[src/rtl/usbrst_pkg.sv]
// Package: shared types for the bus reset / suspend self-reset block.
package usbrst_pkg;
    // Software-reset sequencer states.
    typedef enum logic [1:0] {
        SR_IDLE  = 2'd0,
        SR_WAKE  = 2'd1,
        SR_PULSE = 2'd2
    } swrst_state_e;
endpackage

[src/rtl/usbrst_sync.sv]
// Module: usbrst_sync
// Brings an asynchronous level into the clk domain through a flop chain.
// Assumes: the input is a slow level; STAGES >= 2.
module usbrst_sync #(
    parameter int STAGES = 2
) (
    input  logic clk,
    input  logic rst_n,
    input  logic d_async,
    output logic q_sync
);
    logic [STAGES-1:0] chain;

    generate
        for (genvar g = 0; g < STAGES; g++) begin : g_stage
            if (g == 0) begin : g_first
                // First stage samples the asynchronous input.
                always_ff @(posedge clk) begin
                    if (!rst_n) chain[0] <= 1'b0;
                    else        chain[0] <= d_async;
                end
            end else begin : g_next
                // Later stages shift the value along the chain.
                always_ff @(posedge clk) begin
                    if (!rst_n) chain[g] <= 1'b0;
                    else        chain[g] <= chain[g-1];
                end
            end
        end
    endgenerate

    assign q_sync = chain[STAGES-1];
endmodule

[src/rtl/usbrst_addr.sv]
// Module: usbrst_addr
// Holds the device address. A bus reset clears it when the feature enable is
// set. The clear wins over a firmware write in the same cycle.
// Assumes: bus_rst_det is already synchronous to clk.
module usbrst_addr #(
    parameter int ADDR_W = 7
) (
    input  logic              clk,
    input  logic              rst_n,
    input  logic              bus_rst_det,
    input  logic              feat_en,
    input  logic              addr_wr,
    input  logic [ADDR_W-1:0] addr_wdata,
    output logic [ADDR_W-1:0] addr_q
);
    logic bus_clear;
    assign bus_clear = bus_rst_det & feat_en;

    // Address register: bus reset clear, firmware load, or hold.
    always_ff @(posedge clk) begin
        if (!rst_n)         addr_q <= '0;
        else if (bus_clear) addr_q <= '0;
        else if (addr_wr)   addr_q <= addr_wdata;
    end

    AST_ADDR_CLEARED: assert property (@(posedge clk) disable iff (!rst_n)
        (bus_rst_det && feat_en) |=> (addr_q == '0));
    AST_ADDR_NO_FEAT_HOLD: assert property (@(posedge clk) disable iff (!rst_n)
        (!feat_en && !addr_wr) |=> $stable(addr_q));
endmodule

[src/rtl/usbrst_pin.sv]
// Module: usbrst_pin
// Registers the reset indication and its output enable for the board pin.
// The pin is released (enable 0, data 0) when the board feature is off.
// Assumes: the pad logic outside this block does the tri-state.
module usbrst_pin (
    input  logic clk,
    input  logic rst_n,
    input  logic bus_rst_det,
    input  logic board_feat_en,
    output logic pin_out,
    output logic pin_oe
);
    // Pin data and enable registers.
    always_ff @(posedge clk) begin
        if (!rst_n) begin
            pin_out <= 1'b0;
            pin_oe  <= 1'b0;
        end else begin
            pin_out <= bus_rst_det & board_feat_en;
            pin_oe  <= board_feat_en;
        end
    end

    AST_PIN_RELEASED: assert property (@(posedge clk) disable iff (!rst_n)
        !board_feat_en |=> (!pin_oe && !pin_out));
endmodule

[src/rtl/usbrst_swrst.sv]
// Module: usbrst_swrst
// Software-reset sequencer. A permitted write while suspended raises a wake
// request until clocks are back, then a fixed-length reset pulse is issued.
// A write while not suspended starts the pulse at once.
// Assumes: clk_ok_s has already been synchronized; RST_LEN >= 1.
module usbrst_swrst
    import usbrst_pkg::*;
#(
    parameter int RST_LEN = 4
) (
    input  logic clk,
    input  logic rst_n,
    input  logic suspended,
    input  logic clk_ok_s,
    input  logic feat_en,
    input  logic susp_pwr_off,
    input  logic susp_out_en,
    input  logic ctl_wr,
    input  logic ctl_swrst,
    output logic wake_req,
    output logic dev_rst,
    output logic sw_rst_bit
);
    localparam int CNT_W = $clog2(RST_LEN + 1);
    localparam logic [CNT_W-1:0] LAST = CNT_W'(RST_LEN - 1);

    swrst_state_e state, state_nx;
    logic [CNT_W-1:0] cnt, cnt_nx;
    logic swrst_wr, susp_ok;

    assign swrst_wr = ctl_wr & ctl_swrst;
    assign susp_ok  = suspended & ~susp_pwr_off & ~susp_out_en & feat_en;

    // Next-state and pulse counter decision.
    always_comb begin
        state_nx = state;
        cnt_nx   = cnt;
        unique case (state)
            SR_IDLE: begin
                if (swrst_wr && !suspended) begin
                    state_nx = SR_PULSE;
                    cnt_nx   = '0;
                end else if (swrst_wr && susp_ok) begin
                    state_nx = SR_WAKE;
                end
            end
            SR_WAKE: begin
                if (clk_ok_s) begin
                    state_nx = SR_PULSE;
                    cnt_nx   = '0;
                end
            end
            SR_PULSE: begin
                if (cnt == LAST) state_nx = SR_IDLE;
                else             cnt_nx   = cnt + 1'b1;
            end
            default: state_nx = SR_IDLE;
        endcase
    end

    // State and counter registers.
    always_ff @(posedge clk) begin
        if (!rst_n) begin
            state <= SR_IDLE;
            cnt   <= '0;
        end else begin
            state <= state_nx;
            cnt   <= cnt_nx;
        end
    end

    assign wake_req   = (state == SR_WAKE);
    assign dev_rst    = (state == SR_PULSE);
    assign sw_rst_bit = (state != SR_IDLE);

    AST_WAKE_HELD: assert property (@(posedge clk) disable iff (!rst_n)
        (wake_req && !clk_ok_s) |=> wake_req);
    AST_SUSP_BLOCKED: assert property (@(posedge clk) disable iff (!rst_n)
        (!sw_rst_bit && suspended && !susp_ok) |=> !sw_rst_bit);
    AST_PULSE_BOUND: assert property (@(posedge clk) disable iff (!rst_n)
        dev_rst |-> (cnt <= LAST));
    AST_WAKE_TO_PULSE: assert property (@(posedge clk) disable iff (!rst_n)
        (wake_req && clk_ok_s) |=> (dev_rst && !wake_req));
    AST_AWAKE_DIRECT: assert property (@(posedge clk) disable iff (!rst_n)
        (!sw_rst_bit && swrst_wr && !suspended) |=> (dev_rst && !wake_req));
    AST_NO_REARM: assert property (@(posedge clk) disable iff (!rst_n)
        (dev_rst && cnt != '0) |-> ($past(dev_rst) && cnt == $past(cnt) + 1'b1));
endmodule

[src/rtl/usbrst_recover.sv]
// Module: usbrst_recover (top)
// Bus reset reaction and the suspend-time software-reset recovery.
// Assumes: bus_rst_det and the control bits are synchronous to clk. clk_ok
// may be asynchronous and is synchronized here.
module usbrst_recover #(
    parameter int ADDR_W      = 7,
    parameter int SYNC_STAGES = 2,
    parameter int RST_LEN     = 4
) (
    input  logic              clk,
    input  logic              rst_n,
    input  logic              bus_rst_det,
    input  logic              suspended,
    input  logic              clk_ok,
    input  logic              feat_en,
    input  logic              board_feat_en,
    input  logic              susp_pwr_off,
    input  logic              susp_out_en,
    input  logic              addr_wr,
    input  logic [ADDR_W-1:0] addr_wdata,
    input  logic              ctl_wr,
    input  logic              ctl_swrst,
    output logic [ADDR_W-1:0] dev_addr,
    output logic              rst_pin_out,
    output logic              rst_pin_oe,
    output logic              sw_rst_bit,
    output logic              wake_req,
    output logic              dev_rst
);
    logic clk_ok_s;

    usbrst_sync #(.STAGES(SYNC_STAGES)) u_sync (
        .clk(clk), .rst_n(rst_n), .d_async(clk_ok), .q_sync(clk_ok_s)
    );

    usbrst_addr #(.ADDR_W(ADDR_W)) u_addr (
        .clk(clk), .rst_n(rst_n), .bus_rst_det(bus_rst_det), .feat_en(feat_en),
        .addr_wr(addr_wr), .addr_wdata(addr_wdata), .addr_q(dev_addr)
    );

    usbrst_pin u_pin (
        .clk(clk), .rst_n(rst_n), .bus_rst_det(bus_rst_det),
        .board_feat_en(board_feat_en), .pin_out(rst_pin_out), .pin_oe(rst_pin_oe)
    );

    usbrst_swrst #(.RST_LEN(RST_LEN)) u_swrst (
        .clk(clk), .rst_n(rst_n), .suspended(suspended), .clk_ok_s(clk_ok_s),
        .feat_en(feat_en), .susp_pwr_off(susp_pwr_off), .susp_out_en(susp_out_en),
        .ctl_wr(ctl_wr), .ctl_swrst(ctl_swrst), .wake_req(wake_req),
        .dev_rst(dev_rst), .sw_rst_bit(sw_rst_bit)
    );

    AST_BUSRST_KEEPS_REQ: assert property (@(posedge clk) disable iff (!rst_n)
        (wake_req && bus_rst_det && !clk_ok_s) |=> (wake_req && sw_rst_bit));
    AST_PIN_OE_FOLLOWS: assert property (@(posedge clk) disable iff (!rst_n)
        board_feat_en |=> rst_pin_oe);
endmodule

[config.mk]
export PLATFORM = sky130hd
export DESIGN_NAME = usbrst_recover
export DESIGN_NICKNAME = d
export VERILOG_FILES = /design/src/rtl/usbrst_pkg.sv /design/src/rtl/usbrst_sync.sv /design/src/rtl/usbrst_addr.sv /design/src/rtl/usbrst_pin.sv /design/src/rtl/usbrst_swrst.sv /design/src/rtl/usbrst_recover.sv
export SDC_FILE = /design/constraint.sdc
export NUM_CORES = 1
export LEC_CHECK = 0
export BUFFER_PORTS_ARGS = -buffer_cell sky130_fd_sc_hd__buf_2
export CAP_MARGIN = 15
export CORE_MARGIN = 2
export CORE_UTILIZATION = 46
export CTS_CLUSTER_SIZE = 10
export DETAILED_ROUTE_END_ITERATION = 16
export GPL_TIMING_DRIVEN = 0
export PLACE_DENSITY_LB_ADDON = 0.25
export SETUP_SLACK_MARGIN = 0.02
export SLEW_MARGIN = 0
export SYNTH_ARGS = -nofsm -noshare
export SYNTH_HDL_FRONTEND = slang
export SYNTH_SLANG_ARGS = --single-unit
[constraint.sdc]
create_clock -name clk -period 2.1 [get_ports clk]
set_input_delay 0.315 -clock clk [delete_from_list [all_inputs] [get_ports clk]]
set_output_delay 0.315 -clock clk [all_outputs]
set_load 0.1 [all_outputs]
# [After elaboration in Yosys (flattened, before gate mapping)]
# Cells that the tools add are included.
[op_classes] add_sub_neg=1 n_mul=0 div=0 n_lt_le_gt_ge=0 n_eq_ne=8 shifts=0 muxes=9 bitwise_logic=9 reduce_logical=9
[ops] op="2-to-1 mux 3 bit" n=3
[ops] op="one-hot mux 3 bit (3 select lines)" n=1
[ops] op="2-to-1 mux 2 bit" n=4
[ops] op="bitwise AND 1 bit" n=6
[ops] op="!= test 2 x 1 -> 1 bit (second input constant)" n=3
[ops] op="one-hot mux 2 bit (3 select lines)" n=1
[ops] op="AND reduction 4 bit" n=1
[ops] op="adder 3 x 1 -> 3 bit (second input constant)" n=1
[ops] op="equality test 3 x 2 -> 1 bit (second input constant)" n=1
[ops] op="!= test 3 x 1 -> 1 bit (second input constant)" n=1
[ops] op="inverter 1 bit" n=3
[ops] op="AND reduction 3 bit" n=1
[ops] op="nonzero test 3 bit" n=1
[ops] op="equality test 2 x 1 -> 1 bit (second input constant)" n=1
[ops] op="equality test 2 bit (second input constant)" n=1
[ops] op="logical AND 1 bit" n=2
[ops] op="logical NOT 2 bit" n=1
[ops] op="!= test 2 bit (second input constant)" n=1
[ops] op="nonzero test 2 bit" n=1
[ops] op="OR reduction 2 bit" n=1
[ops] op="logical NOT 1 bit" n=1
[word_totals] ff_bits=16 latchBits=0 mem_bits_rw=0 mem_bits_ro=0 out_inout_bits=12 wordCells=43 mem_count=0

# [Longest topological paths before layout]
[logic_depth] ltp_word=8 ltp_mapped=5

# [By module]
# From an unflattened synthesis, not the netlist that was laid out.
[hier_totals] hier_cells=65 area_unflattened_um2=683.2
[by_module_without_submodules] module="usbrst_swrst" instances=1 cells_per_inst=34 area_each_um2=320.3 seq_area_each_um2=100.1
[by_module_without_submodules] module="usbrst_addr" instances=1 cells_per_inst=23 area_each_um2=257.7 seq_area_each_um2=140.1
[by_module_without_submodules] module="usbrst_pin" instances=1 cells_per_inst=4 area_each_um2=52.6 seq_area_each_um2=40.0
[by_module_without_submodules] module="usbrst_sync" instances=1 cells_per_inst=4 area_each_um2=52.6 seq_area_each_um2=40.0

# [Worst setup path before layout]
# Ideal clock, no wire load.
[synth_path] path_kind="register to output" startpoint="register u_swrst.state[0]" endpoint="output port wake_req" t_arrival_ns=1.721 required_time_ns=1.785 setup_slack_ns=0.064 stages_incl_launch_ff=2 path_buffers=0 path_cell_list="dfxtp_1 nor2b_1"
[synth_between] elab_chain_cells=1
[synth_lines] item="from (decl)" line_no="usbrst_swrst.sv:27" text="swrst_state_e state, state_nx;"
[synth_lines] item="from (signal assigned)" line_no="usbrst_swrst.sv:67" text="state <= state_nx;"
[synth_lines] item="equality test 2 x 1 -> 1 bit" line_no="usbrst_swrst.sv:72" text="assign wake_req = (state == SR_WAKE);"
[synth_lines] item="to (decl)" line_no="usbrst_recover.sv:27" text="output logic wake_req,"
# No other way between the ends.

# [Final worst setup path]
[layout_path] startpoint="register u_swrst.state[1]" endpoint="output port dev_rst"
[layout_between] elab_chain_cells=1
[layout_lines] item="equality test 2 bit" line_no="usbrst_swrst.sv:73" text="assign dev_rst = (state == SR_PULSE);"
[layout_lines] item="to (decl)" line_no="usbrst_recover.sv:28" text="output logic dev_rst"
# No other way between the ends.

==> load_flow_metrics.sql <==
INSERT INTO impl_metrics (metric_group, metric, value, unit) VALUES
('setup_path', 'path_buf_inv', '1', ''),
('timing', 'slew_violations', '0', ''),
('setup_path', 'worst_setup_path_end_kind', 'primary output', ''),
('global_route', 'grt_pass1_wl', '1590', 'µm'),
('drt', 'detail_route.first_pass.iterations', '2', ''),
('clock_network', 'post_cts.resized_instances', '0', ''),
('setup_path', 'cpPeakStageDelay', '0.43', 'ns'),
('timing', 'setup_violations', '0', ''),
('power', 'power.clock.fraction', '25.0', '%'),
('drt', 'vias', '516', ''),
('global_route', 'globalRouteOverflowTotal', '0', ''),
('clock_network', 'postCtsHoldBufs', '0', ''),
('timing', 'setup-tns-final', '0', 'ns'),
('synth', 'synth_cells', '62', ''),
('die', 'boundaryPins', '31', ''),
('timing', 'finalHoldViolCount', '0', ''),
('drt', 'route.final.wire_length', '1120', 'µm'),
('setup_path', 'cp_top_family', 'buffers and inverters', ''),
('place', 'placed_cell_area', '796', 'µm²'),
('timing', 'worst_slew_margin_rel', '67.9', '%'),
('die', 'rows', '13', ''),
('cells_and_area', 'area_growth', '29.5', '%'),
('power', 'total_power', '628', 'µW'),
('synth', 'synth_top_area_share', '50.7', '%'),
('clock_network', 'clkSlewWorstSetupHoldPaths', '0.09', 'ns'),
('timing', 'tightestPinTransition', '0.485', 'ns'),
('clock_network', 'num_clock_sinks', '16', ''),
('setup_path', 'crit_fanout', '6', ''),
('power', 'power.ir.vdd_worst', '0.492', 'mV'),
('cells_and_area', 'diodes', '0', ''),
('min_path', 'type_of_the_most_critical_hold_path', 'input port to register', ''),
('synth', 'postSynthRegisterBits', '16', ''),
('timing', 'timing.final.crit_share', '76.6', '%'),
('clock_network', 'clock_tree.root_cell', 'sky130_fd_sc_hd__clkbuf_4', ''),
('synth', 'synth.distinct_cells', '20', ''),
('die', 'core_outline_area', '1280', 'µm²'),
('clock_network', 'num_cts_buffers', '3', ''),
('timing', 'fmax', '622', 'MHz'),
('drt', 'drt_drc_violations_left', '0', ''),
('power', 'sequentialPowerShare', '51.4', '%'),
('power', 'power.static_leakage', '0.000423', 'µW'),
('global_route', 'pin_count_of_the_biggest_net_entering_global_routing', '11', ''),
('setup_path', 'critPathLaunchType', 'register', ''),
('power', 'comb_power_share', '23.6', '%'),
('die', 'die_w', '41.1', 'µm'),
('power', 'p_switching', '205', 'µW'),
('cells_and_area', 'num-fill-cells', '115', ''),
('timing', 'rsz0062_at_grt', 'false', ''),
('setup_path', 'cp_cell_sequence', 'and2b_1, buf_2', ''),
('power', 'intPower', '422', 'µW'),
('die', 'die_height', '41.1', 'µm'),
('synth', 'post_synthesis_cell_area', '632', 'µm²'),
('die', 'fp.dieArea', '1690', 'µm²'),
('clock_network', 'cts_setup_buffers', '0', ''),
('clock_network', 'clock_latency', '0.28', 'ns'),
('synth', 'synth.net_count', '83', ''),
('global_route', 'first_global_vias', '418', ''),
('drt', 'route.detailed.vias_per_inst', '4.73', ''),
('setup_path', 'worstSetupPathType', 'register to primary output', ''),
('clock_network', 'htreeDepth', '1', ''),
('setup_path', 'slowest_stage', 'sky130_fd_sc_hd__buf_2', ''),
('die', 'initial_core_util', '49.2', '%'),
('synth', 'yosysTopAreaCell', 'sky130_fd_sc_hd__dfxtp_1', ''),
('setup_path', 'worst-endpoint-arrival', '1.29', 'ns'),
('power', 'p_per_area', '767', 'nW/µm²'),
('synth', 'yosys_warnings', '0', ''),
('timing', 'finClkSkew', '0.00679', 'ns'),
('setup_path', 'timing.critical_path.required', '1.78', 'ns'),
('cells_and_area', 'post-route-cell-area', '818', 'µm²'),
('outcome', 'run_status', 'complete, no violations', ''),
('clock_network', 'tritoncts', 'yes', '');
## worst paths after layout
path,start,end,slack [ns],depth (start not counted)
worst max register to register,u_swrst.cnt[0]$_SDFFE_PN0P_,u_swrst.cnt[2]$_SDFFE_PN0P_,0.85,5
worst min-delay path,clk_ok,u_sync.chain[0]$_SDFF_PN0_,0.23,2
worst max-delay path,u_swrst.state[1]$_SDFFE_PN0P_,dev_rst,0.49,2
worst min register to register,u_sync.chain[0]$_SDFF_PN0_,u_sync.q_sync$_SDFF_PN0_,0.44,1
## layout by cell type (no fill, tap or decap), drive strengths merged
cell    Yosys  routed
a21oi       2       2
and2        4       4
and2b       1       1
and3        1       1
and3b       1       1
and4b       1       1
buf         1      30
clkbuf      1       4
dfxtp      16      16
ha          2       2
inv         2       2
mux2i       7       7
nand2       5       5
nand3b      1       1
nor2        7       7
nor2b       3       3
nor3b       2       2
o22a        1       1
o22ai       3       3
or2         1       1
## per-stage QoR
stage                     util, %  hold slack, ns  instances  setup WS, ns
after floorplan                 -           0.412         62        0.0635
after global placement       61.9           0.417        106         0.803
after detailed placement     61.9           0.425        106         0.809
after CTS                    63.7           0.223        109         0.476
after global routing         63.7           0.217        109         0.400
final                        63.7           0.230        109         0.492
## sequential cells by signal (all words and copies together), names as in the netlist
register,flops
u_addr.addr_q,7
u_swrst.cnt,3
u_swrst.state,2
u_pin.pin_oe,1
u_pin.pin_out,1
u_sync.chain,1
u_sync.q_sync,1
## kinds of logic after synthesis
logic type / Yosys count / share of synthesized area [%]
flops: 16 / 50.7
compound gates: 6 / 7.33
fa+ha+maj: 2 / 3.96
buf+inv: 4 / 2.77
simple gates: 27 / 24.2
mux: 7 / 11.1
## routing by layer
layer / vias to the layer above / track usage (%) / wire length, µm / part of all wire, %
met1: 223 / 15.9 / 468 / 42
li1: 273 / - / - / -
met3: 2 / 4.89 / 89 / 8.0
met4: 0 / 12.5 / 15 / 1.3
met2: 18 / 25.4 / 545 / 49
met5: - / 0 / 0 / 0
## area by class of cell
| type | count | area (µm²) | share of cell area (%) |
|---|---|---|---|
| flip-flops and latches | 16 | 320 | 39.1 |
| well taps | 15 | 18.8 | 2.29 |
| clock buffers | 3 | 22.5 | 2.75 |
| plain buffers | 2 | 10.0 | 1.22 |
| inverters | 2 | 7.51 | 0.917 |
| multi-input cells | 42 | 294 | 35.9 |
| repair buffers | 29 | 145 | 17.7 |
## power groups by stage
| stage | clock network, µW | registers [µW] | logic [µW] |
|---|---|---|---|
| after floorplan | 0 | 391 | 55.1 |
| after global placement | 0 | 330 | 147 |
| after detailed placement | 0 | 330 | 149 |
| after CTS | 165 | 323 | 150 |
| after global routing | 176 | 325 | 157 |
| final | 157 | 323 | 148 |
## synthesized netlist by cell type
cell type and n:
sky130_fd_sc_hd__ha_1 2, sky130_fd_sc_hd__nor2b_1 3, sky130_fd_sc_hd__and2b_1 1, sky130_fd_sc_hd__or2_4 1
sky130_fd_sc_hd__dfxtp_1 16, sky130_fd_sc_hd__mux2i_1 7, sky130_fd_sc_hd__nand2_1 5, sky130_fd_sc_hd__o22ai_1 3
sky130_fd_sc_hd__nor3b_1 2, sky130_fd_sc_hd__nand3b_1 1, sky130_fd_sc_hd__o22a_4 1, sky130_fd_sc_hd__and2_1 4
sky130_fd_sc_hd__buf_2 1, sky130_fd_sc_hd__and3_1 1, sky130_fd_sc_hd__and4b_1 1, sky130_fd_sc_hd__clkbuf_2 1
sky130_fd_sc_hd__inv_1 2, sky130_fd_sc_hd__nor2_1 7, sky130_fd_sc_hd__and3b_1 1, sky130_fd_sc_hd__a21oi_1 2
No activity file was read; power rests on OpenSTA's default activity.
